$ cat src/rtl/vecIntPkg.sv
package vecIntPkg;
  localparam int TRAP_SLOTS = 8;
  localparam int LVL_W      = 4;
  localparam int PRIO_W     = 3;
  localparam int ADDR_W     = 24;

  typedef struct packed {
    logic grant;
    logic clear;
  } ctlStrobe_t;
endpackage

$ cat src/rtl/icDatapath.sv
module icDatapath
  import vecIntPkg::*;
#(
  parameter int NUM_SRC   = 16,
  parameter int TRAP_IMPL = 5,
  parameter int VEC_W     = 5,
  parameter int SEL_W     = 4,
  parameter logic [ADDR_W-1:0] PRI_BASE = 24'h000004,
  parameter logic [ADDR_W-1:0] ALT_BASE = 24'h000100
) (
  input  logic                  clk,
  input  logic                  rstN,
  input  logic [NUM_SRC-1:0]    srcEvent,
  input  logic [TRAP_SLOTS-1:0] trapEvent,
  input  logic                  cfgWr,
  input  logic [SEL_W-1:0]      cfgSel,
  input  logic                  cfgEn,
  input  logic [PRIO_W-1:0]     cfgPrio,
  input  logic                  altWr,
  input  logic                  altVal,
  input  ctlStrobe_t            strobe,
  output logic [LVL_W-1:0]      winLvl,
  output logic [VEC_W-1:0]      vecIdx,
  output logic [ADDR_W-1:0]     vecAddr,
  output logic [VEC_W-1:0]      ackVec
);
  localparam int NUM_VEC = TRAP_SLOTS + NUM_SRC;

  logic [LVL_W-1:0] lvl [NUM_VEC];
  logic [VEC_W-1:0] winIdx;
  logic             altSel;

  // trap slots: fixed level, no enable; unimplemented slots stay idle
  for (genvar t = 0; t < TRAP_SLOTS; t++) begin : gTrap
    if (t < TRAP_IMPL) begin : gImpl
      logic flagQ;
      logic clrHit;
      assign clrHit = strobe.clear && (vecIdx == VEC_W'(t));
      always_ff @(posedge clk or negedge rstN) begin
        if (!rstN) flagQ <= 1'b0;
        else       flagQ <= trapEvent[t] | (flagQ & ~clrHit);
      end
      assign lvl[t] = flagQ ? LVL_W'(15 - t) : '0;
    end else begin : gNone
      assign lvl[t] = '0;
    end
  end

  // peripheral sources: flag, enable, priority
  for (genvar s = 0; s < NUM_SRC; s++) begin : gSrc
    logic              flagQ;
    logic              enQ;
    logic [PRIO_W-1:0] prioQ;
    logic              clrHit;
    assign clrHit = strobe.clear && (vecIdx == VEC_W'(TRAP_SLOTS + s));
    always_ff @(posedge clk or negedge rstN) begin
      if (!rstN) begin
        flagQ <= 1'b0;
        enQ   <= 1'b0;
        prioQ <= '0;
      end else begin
        flagQ <= srcEvent[s] | (flagQ & ~clrHit);
        if (cfgWr && cfgSel == SEL_W'(s)) begin
          enQ   <= cfgEn;
          prioQ <= cfgPrio;
        end
      end
    end
    assign lvl[TRAP_SLOTS + s] = (flagQ && enQ) ? {1'b0, prioQ} : '0;
  end

  // two-tier pick: highest level, ties to the lowest index
  always_comb begin
    winLvl = '0;
    winIdx = '0;
    for (int v = NUM_VEC - 1; v >= 0; v--) begin
      if (lvl[v] != '0 && lvl[v] >= winLvl) begin
        winLvl = lvl[v];
        winIdx = VEC_W'(v);
      end
    end
  end

  always_ff @(posedge clk or negedge rstN) begin
    if (!rstN) begin
      altSel  <= 1'b0;
      vecIdx  <= '0;
      vecAddr <= '0;
      ackVec  <= '0;
    end else begin
      if (altWr) altSel <= altVal;
      if (strobe.grant) begin
        vecIdx  <= winIdx;
        vecAddr <= (altSel ? ALT_BASE : PRI_BASE) + (ADDR_W'(winIdx) << 1);
      end
      if (strobe.clear) ackVec <= vecIdx;
    end
  end
endmodule

$ cat src/rtl/icControl.sv
module icControl
  import vecIntPkg::*;
#(
  parameter int ENTRY_LAT = 2
) (
  input  logic             clk,
  input  logic             rstN,
  input  logic [LVL_W-1:0] winLvl,
  input  logic [LVL_W-1:0] cpuLevel,
  input  logic             ack,
  output ctlStrobe_t       strobe,
  output logic             irqReq,
  output logic             vecValid
);
  localparam int CNT_W = $clog2(ENTRY_LAT + 1);

  logic [CNT_W-1:0] latCnt;

  assign strobe.grant = !irqReq && (winLvl > cpuLevel);
  assign strobe.clear = vecValid && ack;

  always_ff @(posedge clk or negedge rstN) begin
    if (!rstN) begin
      irqReq   <= 1'b0;
      vecValid <= 1'b0;
      latCnt   <= '0;
    end else if (strobe.grant) begin
      irqReq   <= 1'b1;
      vecValid <= 1'b0;
      latCnt   <= '0;
    end else if (strobe.clear) begin
      irqReq   <= 1'b0;
      vecValid <= 1'b0;
    end else if (irqReq && !vecValid) begin
      if (latCnt == CNT_W'(ENTRY_LAT - 1)) vecValid <= 1'b1;
      else                                 latCnt   <= latCnt + 1'b1;
    end
  end
endmodule

$ cat src/rtl/vecIntCtrl.sv
module vecIntCtrl
  import vecIntPkg::*;
#(
  parameter int NUM_SRC   = 16,
  parameter int TRAP_IMPL = 5,
  parameter int ENTRY_LAT = 2,
  parameter logic [23:0] PRI_BASE = 24'h000004,
  parameter logic [23:0] ALT_BASE = 24'h000100,
  localparam int VEC_W = $clog2(TRAP_SLOTS + NUM_SRC),
  localparam int SEL_W = $clog2(NUM_SRC)
) (
  input  logic               clk,
  input  logic               rstN,
  input  logic [NUM_SRC-1:0] srcEvent,
  input  logic [7:0]         trapEvent,
  input  logic               cfgWr,
  input  logic [SEL_W-1:0]   cfgSel,
  input  logic               cfgEn,
  input  logic [2:0]         cfgPrio,
  input  logic               altWr,
  input  logic               altVal,
  input  logic [3:0]         cpuLevel,
  input  logic               ack,
  output logic               irqReq,
  output logic               vecValid,
  output logic [VEC_W-1:0]   vecIdx,
  output logic [23:0]        vecAddr,
  output logic [VEC_W-1:0]   ackVec
);
  ctlStrobe_t       strobe;
  logic [LVL_W-1:0] winLvl;

  icDatapath #(
    .NUM_SRC(NUM_SRC), .TRAP_IMPL(TRAP_IMPL), .VEC_W(VEC_W), .SEL_W(SEL_W),
    .PRI_BASE(PRI_BASE), .ALT_BASE(ALT_BASE)
  ) i_dp (
    .clk(clk), .rstN(rstN), .srcEvent(srcEvent), .trapEvent(trapEvent),
    .cfgWr(cfgWr), .cfgSel(cfgSel), .cfgEn(cfgEn), .cfgPrio(cfgPrio),
    .altWr(altWr), .altVal(altVal), .strobe(strobe), .winLvl(winLvl),
    .vecIdx(vecIdx), .vecAddr(vecAddr), .ackVec(ackVec)
  );

  icControl #(.ENTRY_LAT(ENTRY_LAT)) i_ctl (
    .clk(clk), .rstN(rstN), .winLvl(winLvl), .cpuLevel(cpuLevel), .ack(ack),
    .strobe(strobe), .irqReq(irqReq), .vecValid(vecValid)
  );
endmodule

$ cat config.mk
export PLATFORM = sky130hd
export DESIGN_NAME = vecIntCtrl
export DESIGN_NICKNAME = d
export VERILOG_FILES = /design/src/rtl/vecIntPkg.sv /design/src/rtl/icDatapath.sv /design/src/rtl/icControl.sv /design/src/rtl/vecIntCtrl.sv
export SDC_FILE = /design/constraint.sdc
export NUM_CORES = 1
export LEC_CHECK = 0
export BUFFER_PORTS_ARGS = -buffer_cell sky130_fd_sc_hd__clkbuf_2
export CAP_MARGIN = 30
export CORE_ASPECT_RATIO = 0.6
export CORE_MARGIN = 2
export CORE_UTILIZATION = 45
export DETAILED_ROUTE_END_ITERATION = 10
export GPL_ROUTABILITY_DRIVEN = 0
export REMOVE_ABC_BUFFERS = 1
export SYNTH_ARGS = -nofsm -noshare
export SYNTH_HDL_FRONTEND = slang
export SYNTH_SLANG_ARGS = --single-unit
$ cat constraint.sdc
create_clock -name clk -period 56.3 [get_ports clk]
set_clock_uncertainty 0.15 [all_clocks]
set_input_delay 11.26 -clock clk [delete_from_list [all_inputs] [get_ports clk]]
set_output_delay 11.26 -clock clk [all_outputs]
set_load 0.01 [all_outputs]
### After elaboration in Yosys (flattened, before gate mapping)

Cells that the tools add are included.

* logic and storage cells: 367
* output and inout port bits: 36
* bits in registers: 124
* input port bits: 42

* bitwise gates (word level): 63
* reduce and logical (&&, ||, !) cells: 108
* order comparisons: 22
* add/subtract/negate cells: 2
* multiplexer cells: 74
* equality and inequality tests: 38

Operators by type and width (count)
* 5-bit two-way mux: 21
* 4-bit two-way mux: 25
* 4-bit nonzero test: 21
* 4-bit greater-or-equal comparator: 20
* 1-bit logical AND: 77
* 3-bit two-way mux: 17
* 5-bit by 4-bit == test with 1-bit output (second input constant): 8
* 5-bit == test (second input constant): 8
* 4-bit == test (second input constant): 8
* 24-bit by 6-bit adder with 24-bit output: 1
* 1-bit bitwise AND: 21
* 1-bit inverter: 21
* 1-bit OR: 21
* 4-bit by 3-bit == test with 1-bit output (second input constant): 4
* 5-bit by 2-bit == test with 1-bit output (second input constant): 2
* 9-bit two-way mux: 1
* 4-bit by 2-bit == test with 1-bit output (second input constant): 2
* 2-bit two-way mux: 4
* 1-bit two-way mux: 6
* 3-bit nonzero test: 2
* 5-bit by 1-bit == test with 1-bit output (second input constant): 1
* 5-bit by 3-bit == test with 1-bit output (second input constant): 1
* 5-bit logical NOT: 1
* 4-bit by 1-bit == test with 1-bit output (second input constant): 1
* 10 further kinds: 13

### Longest topological paths before layout

Gate-level depths: netlist (run 1).

* depth in word-level cells: 69
* mapped depth: 135

### By module

Synthesis (run 1) repeated with hierarchy kept, for this count alone.

* cell total of the unflattened synthesis: 798
* area, all modules: 7578.5 µm²

Modules (own cells, without submodules)
* icDatapath: times used 1, seq. area each 2552.4 µm², area an instance 7250.7 µm², cells each 768
* icControl: times used 1, seq. area each 100.1 µm², area an instance 327.8 µm², cells each 30

### Least setup slack after synthesis (run 1)

Ideal clock, no wire load.

* path type: reg-to-reg
* start: register i_dp.gSrc[14].flagQ
* end: register i_dp.vecIdx[1]
* slack: 32.295 ns
* data arrival time: 23.731 ns
* required time: 56.025 ns
* clock period less this slack: 24.005 ns
* library setup time: 0.125 ns
* cell stages (with the launch flop): 125
* path through: dfrtp_1 and3_1 ha_1 nor2b_1 a221oi_1 o31ai_1 o21ai_0 ha_1 nand2b_1 a31oi_2 nor2_1 a22oi_1 ha_1 nand2b_1 a211o_1 and3_1 a211oi_1 a21o_1 [... 89 more ...] o21bai_1 a21oi_1 nor2_1 ha_1 nand2b_1 a21o_1 a21oi_1 nor2_1 nor2_1 nor2_1 or2_2 or3_1 ha_1 o21a_1 o21a_1 o21ai_1 clkinv_1 mux2_2

* word-level cells in the longest chain between the ends: 64
* elaborated cells between the ends (all ways): 85

RTL lines
* from (decl): line icDatapath.sv:51 `logic flagQ;`
* from (signal assigned): line icDatapath.sv:62 `flagQ <= srcEvent[s] | (flagQ & ~clrHit);`
* 1-bit logical AND *: line icDatapath.sv:69 `assign lvl[TRAP_SLOTS + s] = (flagQ && enQ) ? {1'b0, prioQ} : '0;`
* 3-bit two-way mux *: line icDatapath.sv:69
* 4-bit greater-or-equal comparator / 4-bit nonzero test (equally long branches): line icDatapath.sv:77 `if (lvl[v] != '0 && lvl[v] >= winLvl) begin`
* 1-bit logical AND: line icDatapath.sv:77
* 4-bit two-way mux: line icDatapath.sv:77
* 4-bit greater-or-equal comparator: line icDatapath.sv:77
* 1-bit logical AND: line icDatapath.sv:77
* 4-bit two-way mux: line icDatapath.sv:77
* [... 48 more ...]
* 4-bit greater-or-equal comparator: line icDatapath.sv:77
* 1-bit logical AND: line icDatapath.sv:77
* 4-bit two-way mux: line icDatapath.sv:77
* 4-bit greater-or-equal comparator: line icDatapath.sv:77
* 1-bit logical AND: line icDatapath.sv:77
* 4-bit two-way mux: line icDatapath.sv:77
* 4-bit > comparator: line icControl.sv:19 `assign strobe.grant = !irqReq && (winLvl > cpuLevel);`
* 1-bit logical AND: line icControl.sv:19
* to (signal assigned): line icDatapath.sv:93 `vecIdx <= winIdx;`
* to (decl): line icDatapath.sv:23 `output logic [VEC_W-1:0] vecIdx,`

Mark *: on every way between the ends. The rest lies on a longest branch, timed or not.
A chain may end at the register's enable or synchronous reset.

### Worst setup path after layout (run 1)

Ends and elaborated chain as after synthesis.

==> results of run 1 <==
-- worst max-delay path by stage --
| stage | end | start | slack [ps] | cells past startpoint |
|---|---|---|---|---|
| 2_1_floorplan | i_dp.vecIdx[1] | i_dp.gSrc[14].flagQ | 32140 | 121 |
| 3_3_place_gp | i_dp.vecIdx[1] | i_dp.gSrc[14].flagQ | 28720 | 124 |
| 3_5_place_dp | i_dp.vecIdx[1] | i_dp.gSrc[15].flagQ | 28330 | 121 |
| 4_1_cts | i_dp.vecIdx[1] | i_dp.gSrc[15].flagQ | 28210 | 122 |
| 5_1_grt | i_dp.vecIdx[1] | i_dp.gSrc[15].flagQ | 25360 | 125 |
| 6_report | i_dp.vecIdx[1] | i_dp.gSrc[14].flagQ | 27700 | 124 |
-- placed cells by master, fill, tap and decap left out, drive strengths merged, types with 10 or more instances in the layout --
master and instances:
a21oi 34, clkbuf 65, mux2 70, o31ai 10, inv 45, o21ai 22, conb 17, or3 10
a21o 32, nor2b 14, nor2 63, nor3 24, nand3 43, nand2b 18, and3 27, dfrtp 106
ha 69, nand2 77
-- area by class of cell --
type,count,area [um2],area share
clock inverters,7,68.82,0.008191
flip-flops and latches,106,2653,0.3157
multi-input cells,660,4657,0.5543
well taps,228,285.3,0.03395
clock buffers,9,225.2,0.02681
inverters,41,153.9,0.01832
repair buffers,64,359.1,0.04274
-- state kept, by name (all words and copies together) (netlist names), 2 cells and up --
signal / flops
i_ctl.latCnt: 2
i_dp.ackVec: 5
i_dp.gSrc.enQ: 16
i_dp.gSrc.flagQ: 16
i_dp.gSrc.prioQ: 48
i_dp.gTrap.gImpl.flagQ: 5
i_dp.vecAddr: 6
i_dp.vecIdx: 5
-- cell families after synthesis --
group                    synth area share
multiplexers                       0.1066
XOR/XNOR                         0.001155
adder cells (fa/ha/maj)            0.1138
other                           0.0004945
flip-flops                         0.3498
buffers and inverters             0.04405
AO/OA/AOI/OAI                      0.1764
AND/OR/NAND/NOR                    0.2077
-- synthesized netlist by cell type (all sizes together), types with 3 or more instances --
| cell type | n |
|---|---|
| a21oi | 34 |
| a31oi | 9 |
| nand3b | 4 |
| mux2 | 70 |
| o21a | 6 |
| a221oi | 5 |
| nor2b | 14 |
| nand3 | 43 |
| nor2 | 63 |
| nand2b | 18 |
| a21o | 32 |
| a2bb2oi | 4 |
| and3 | 27 |
| inv | 40 |
| nand2 | 77 |
| ha | 69 |
| a21boi | 5 |
| a31o | 3 |
| or3 | 10 |
| dfrtp | 106 |
| a22oi | 6 |
| and2 | 9 |
| o22ai | 3 |
| o31ai | 10 |
| o311ai | 4 |
| o21ai | 22 |
| or4 | 4 |
| a211oi | 7 |
| nor3 | 24 |
| clkbuf | 9 |
| o211ai | 6 |
| or2 | 9 |
| nor3b | 5 |
| buf | 19 |
| o21bai | 3 |
-- critical path, delay by kind of cell (launching register included) --
kind            cells  cell delay (ps)
compound gates     51            12000
flops               1              440
buf+inv             7             1000
mux                 3             1180
fa+ha+maj          19             5340
simple gates       44             8260
-- per-stage QoR --
step / area (um2) / utilization / hold slack (ps)
floorplan: 7463 / - / 320.2
global placement: 8051 / 0.4924 / 314.2
detailed placement: 8108 / 0.4959 / 318.8
CTS: 8402 / 0.5139 / 338.3
global route: 8402 / 0.5139 / 361.2
finish: 8402 / 0.5139 / 333.3
-- per-layer routing --
metal  vias up  global-route usage  part of all wire
met2       233              0.3451              0.41
met3        27             0.05114             0.067
li1       3101                   -                 -
met5         -                   0                 0
met1      3163              0.3768              0.50
met4         0             0.06598             0.018
==> results.toml, run 1 <==
[clocking]
clk_pin_slew_worst_paths_ps = 80
clock_path_buffers = 2
cts_sinks = 106
clock_latency_ps = 370
cts_buffers = 9
tritoncts = "done"
cts_hold_buffers = 0
clockRootBuffer = "clkbuf_16"
postCtsSetupRepairBufs = 0
htree_levels = 3
cts_resized = 0

[sta]
setup_viol = 0
worst_slack_ps = 27700
finalSetupTns_ps = 0
max_freq_ghz = 0.03497
hold_viol = 0
slew_viol_final = 0
slew_headroom = 0.3553
timing.final.crit_share = 0.5079
fin_crit_ps = 28600
tightest_slew_ps = 965.0
rsz0062_at_grt = "no"

[place]
port_buffers = 57
place_inst = 1099
dp_hpwl_um = 16310
place_ws_ps = 28330

[worst_setup_path]
cp_max_fo = 18
r2r_slack_ps = 27700
critical_path.most_common_cell = "ha_1"
r2r_end = "i_dp.vecIdx[1]"
critPathMaxStageDelay_ps = 730
r2r_start = "i_dp.gSrc[14].flagQ"
end_kind = "flop"
worstSetupPathType = "flop to flop"
r2r_cells = 124
cp-start-kind = "flop"
critPathArrivalTime_ps = 28690
cp_slowest_cell = "a221oi_1"
critPathRequiredTime_ps = 56400

[min_path]
min_from = "i_dp.vecAddr[3]"
whs_endpoint = "i_dp.vecAddr[3]"
hold_depth = 2
hp-class = "flop to flop"

[global_route]
grt_pass1_vias = 6368
grt_pass1_wl_um = 34090
antenna_found_initial = 0
grt_overflow_total = 0
track_usage = 0.2454
grt_max_degree = 45

[flow_run]
drv_cap = 0

[synth]
yosysWarningCount = 0
synth.avg_cell_area_um2 = 9.259
ys.flop_type = "dfrtp_1"
synthTopCellsByArea = "dfrtp_1, ha_1, mux2_2"
synthCells = 819
yosysTopAreaCell = "dfrtp_1"
ys_seq_area_frac = 0.3498
netlist_area_um2 = 7584
synth_edf_count = 0
async_reset_ff_frac = 1.000
ys_seq_elements = 106
ys_types = 73
synth_top_area_share = 0.3498

[floorplanning]
num_rows = 36
start_util = 0.4638
io_pins = 78
coreArea_um2 = 16350
die_x_um = 171.6
fp.dieArea_um2 = 17940
die_h_um = 104.6

[routing]
drt-total-wl_um = 20890
vias = 6524
avgViaCountPerCell = 5.851
firstDrtPassIters = 5
drtIter0Drc = 635
antenna_left = 0
drc = 0
detail_route.wl_per_cell_um = 18.74

[finish]
drive_gt1_frac = 0.1894
fin_nets = 993
fin_cells = 1115
area_delta_synth_final_pct = 10.79
fillers = 1499
num_antenna_cells = 0

[status]
status = "finished, final reports clean"
Power of run 1 is left out: the tool's default activity adds up to more than one toggle a clock period on the data nets, which glitch-free logic cannot reach.
==> run 2: changes to the inputs <==
--- a/config.mk
+++ b/config.mk
@@ -12,6 +12,7 @@
 export CORE_UTILIZATION = 45
 export DETAILED_ROUTE_END_ITERATION = 10
 export GPL_ROUTABILITY_DRIVEN = 0
+export PLACE_DENSITY = 0.66
 export REMOVE_ABC_BUFFERS = 1
 export SYNTH_ARGS = -nofsm -noshare
 export SYNTH_HDL_FRONTEND = slang
==> constraint.sdc (replaced) <==
create_clock -name clk -period 26.1 [get_ports clk]
set_clock_uncertainty 0.15 [all_clocks]
set_input_delay 5.22 -clock clk [delete_from_list [all_inputs] [get_ports clk]]
set_output_delay 5.22 -clock clk [all_outputs]
set_load 0.01 [all_outputs]
==> results.toml, run 2 (synthesis results as in run 1) <==
[status]
status = "finished, final reports clean"

[worst_setup_path]
cp_slowest_cell = "or4_4"
critical_path.most_common_cell = "ha_1"
critPathArrivalTime_ps = 24640
crit_family = "compound AO/OA/AOI/OAI gates"
critPathMaxStageDelay_ps = 540
worstSetupPathType = "flop to flop"
end_kind = "flop"
worstPathBufferInverterCount = 6
critPathRequiredTime_ps = 26190
cp-start-kind = "flop"
cp_max_fo = 11

[global_route]
grt_pass1_wl_um = 32350
grt_pass1_vias = 5894
grt_overflow_total = 0
antenna_found_initial = 0
grt_max_degree = 74
track_usage = 0.2337

[sta]
fin_crit_ps = 24550
setup_viol = 0
slew_viol_final = 0
tightest_slew_ps = 972.4
max_freq_ghz = 0.04073
slew_headroom = 0.3435
hold_viol = 0
timing.final.crit_share = 0.9407
holdWs_ps = 336.5

[clocking]
cts_buffers = 9
htree_levels = 3
clock_path_buffers = 2
cts_sinks = 106
tritoncts = "done"
clockRootBuffer = "clkbuf_16"
clk_pin_slew_worst_paths_ps = 80
clock_latency_ps = 360

[floorplanning]
io_pins = 78
coreArea_um2 = 16350
fp.dieArea_um2 = 17940
die_h_um = 104.6
num_rows = 36
start_util = 0.4638
die_x_um = 171.6

[finish]
fillers = 1529
fin_cells = 1144
largest_reg_flops = 48
num_antenna_cells = 0
fin_nets = 1022
regMostFlops = "i_dp.gSrc.prioQ"
layout_commonest_cell = "dfrtp_1"
drive_gt1_frac = 0.2522
utilization = 0.5373
reg_top3 = "i_dp.gSrc.prioQ: 48 flops, i_dp.gSrc.enQ: 16 flops, i_dp.gSrc.flagQ: 16 flops"
layout_common_cells = "dfrtp_1, nand2_1, mux2_2, ha_1, nor2_1"
area_delta_synth_final_pct = 15.84

[routing]
avgViaCountPerCell = 5.765
vias = 6595
drtIter0Drc = 494
drc = 0
detail_route.wl_per_cell_um = 18.10
firstDrtPassIters = 5
antenna_left = 0
drt-total-wl_um = 20710

[place]
dp_hpwl_um = 15720
port_buffers = 57
place_inst = 1123

[min_path]
hp-class = "flop to flop"

[flow_run]
drv_cap = 0
## run 2: cell types whose count changed in the layout (fill, tap and decap cells not counted), sizes merged
cell,before,now
clkinv,2,3
inv,45,44
buf,8,37
## run 2: timing repair
item / 4_1_cts / 5_1_grt
buffers inserted: 0 / 4
endpoints found under the setup margin: 5 / 15
pin swaps: 0 / 7
gates resized for setup: 1 / 43
hold buffers: 0 / 0
## run 2: cell type report
| type | count | area [um2] | area share |
|---|---|---|---|
| Clock buffer | 9 | 225.2 | 0.02564 |
| Sequential cell | 106 | 2653 | 0.3020 |
| Inverter | 41 | 153.9 | 0.01752 |
| Timing Repair Buffer | 93 | 578.1 | 0.06580 |
| Clock inverter | 7 | 57.56 | 0.006552 |
| Multi-Input combinational cell | 660 | 4832 | 0.5501 |
| Tap cell | 228 | 285.3 | 0.03247 |
## run 2: worst reg2reg max path, delay by kind of cell (launching register included)
kind            cells  cell delay [ps]
fa+ha+maj          20             5250
buf+inv             6              720
mux                 2              780
simple gates       44             7450
compound gates     53             9710
flops               1              400
## run 2: per-stage QoR
stage	worst slack, ps	cell area, um2	setup TNS [ps]
floorplan	1936	7463	0
global placement	338.0	8269	0
detailed placement	8.594	8269	0
CTS	78.35	8557	0
global route	-137.4	8785	-645.5
finish	1548	8785	0
## run 2: routing by layer
metal	vias up	part of all wire	wire [um]	global-route usage
met5	-	0	0	0
met2	190	0.39	8058	0.2972
met1	3217	0.53	11020	0.3919
met3	13	0.072	1485	0.05606
li1	3175	-	-	-
met4	0	0.0071	148	0.03511
## run 2: final timing paths
check | start | endpoint | slack, ps | cells after the start
min | i_dp.vecAddr[2] | i_dp.vecAddr[2] | 340 | 2
min in group asynchronous | rstN | i_dp.gSrc[8].prioQ[0] | 4640 | 1
max reg2reg | i_dp.gSrc[15].flagQ | i_dp.vecIdx[4] | 1550 | 125
min reg2reg | i_dp.vecAddr[2] | i_dp.vecAddr[2] | 340 | 2
max in group asynchronous | rstN | i_ctl.irqReq | 20290 | 3
max | i_dp.gSrc[15].flagQ | i_dp.vecIdx[4] | 1550 | 125
Power of run 2 is left out for the same reason.
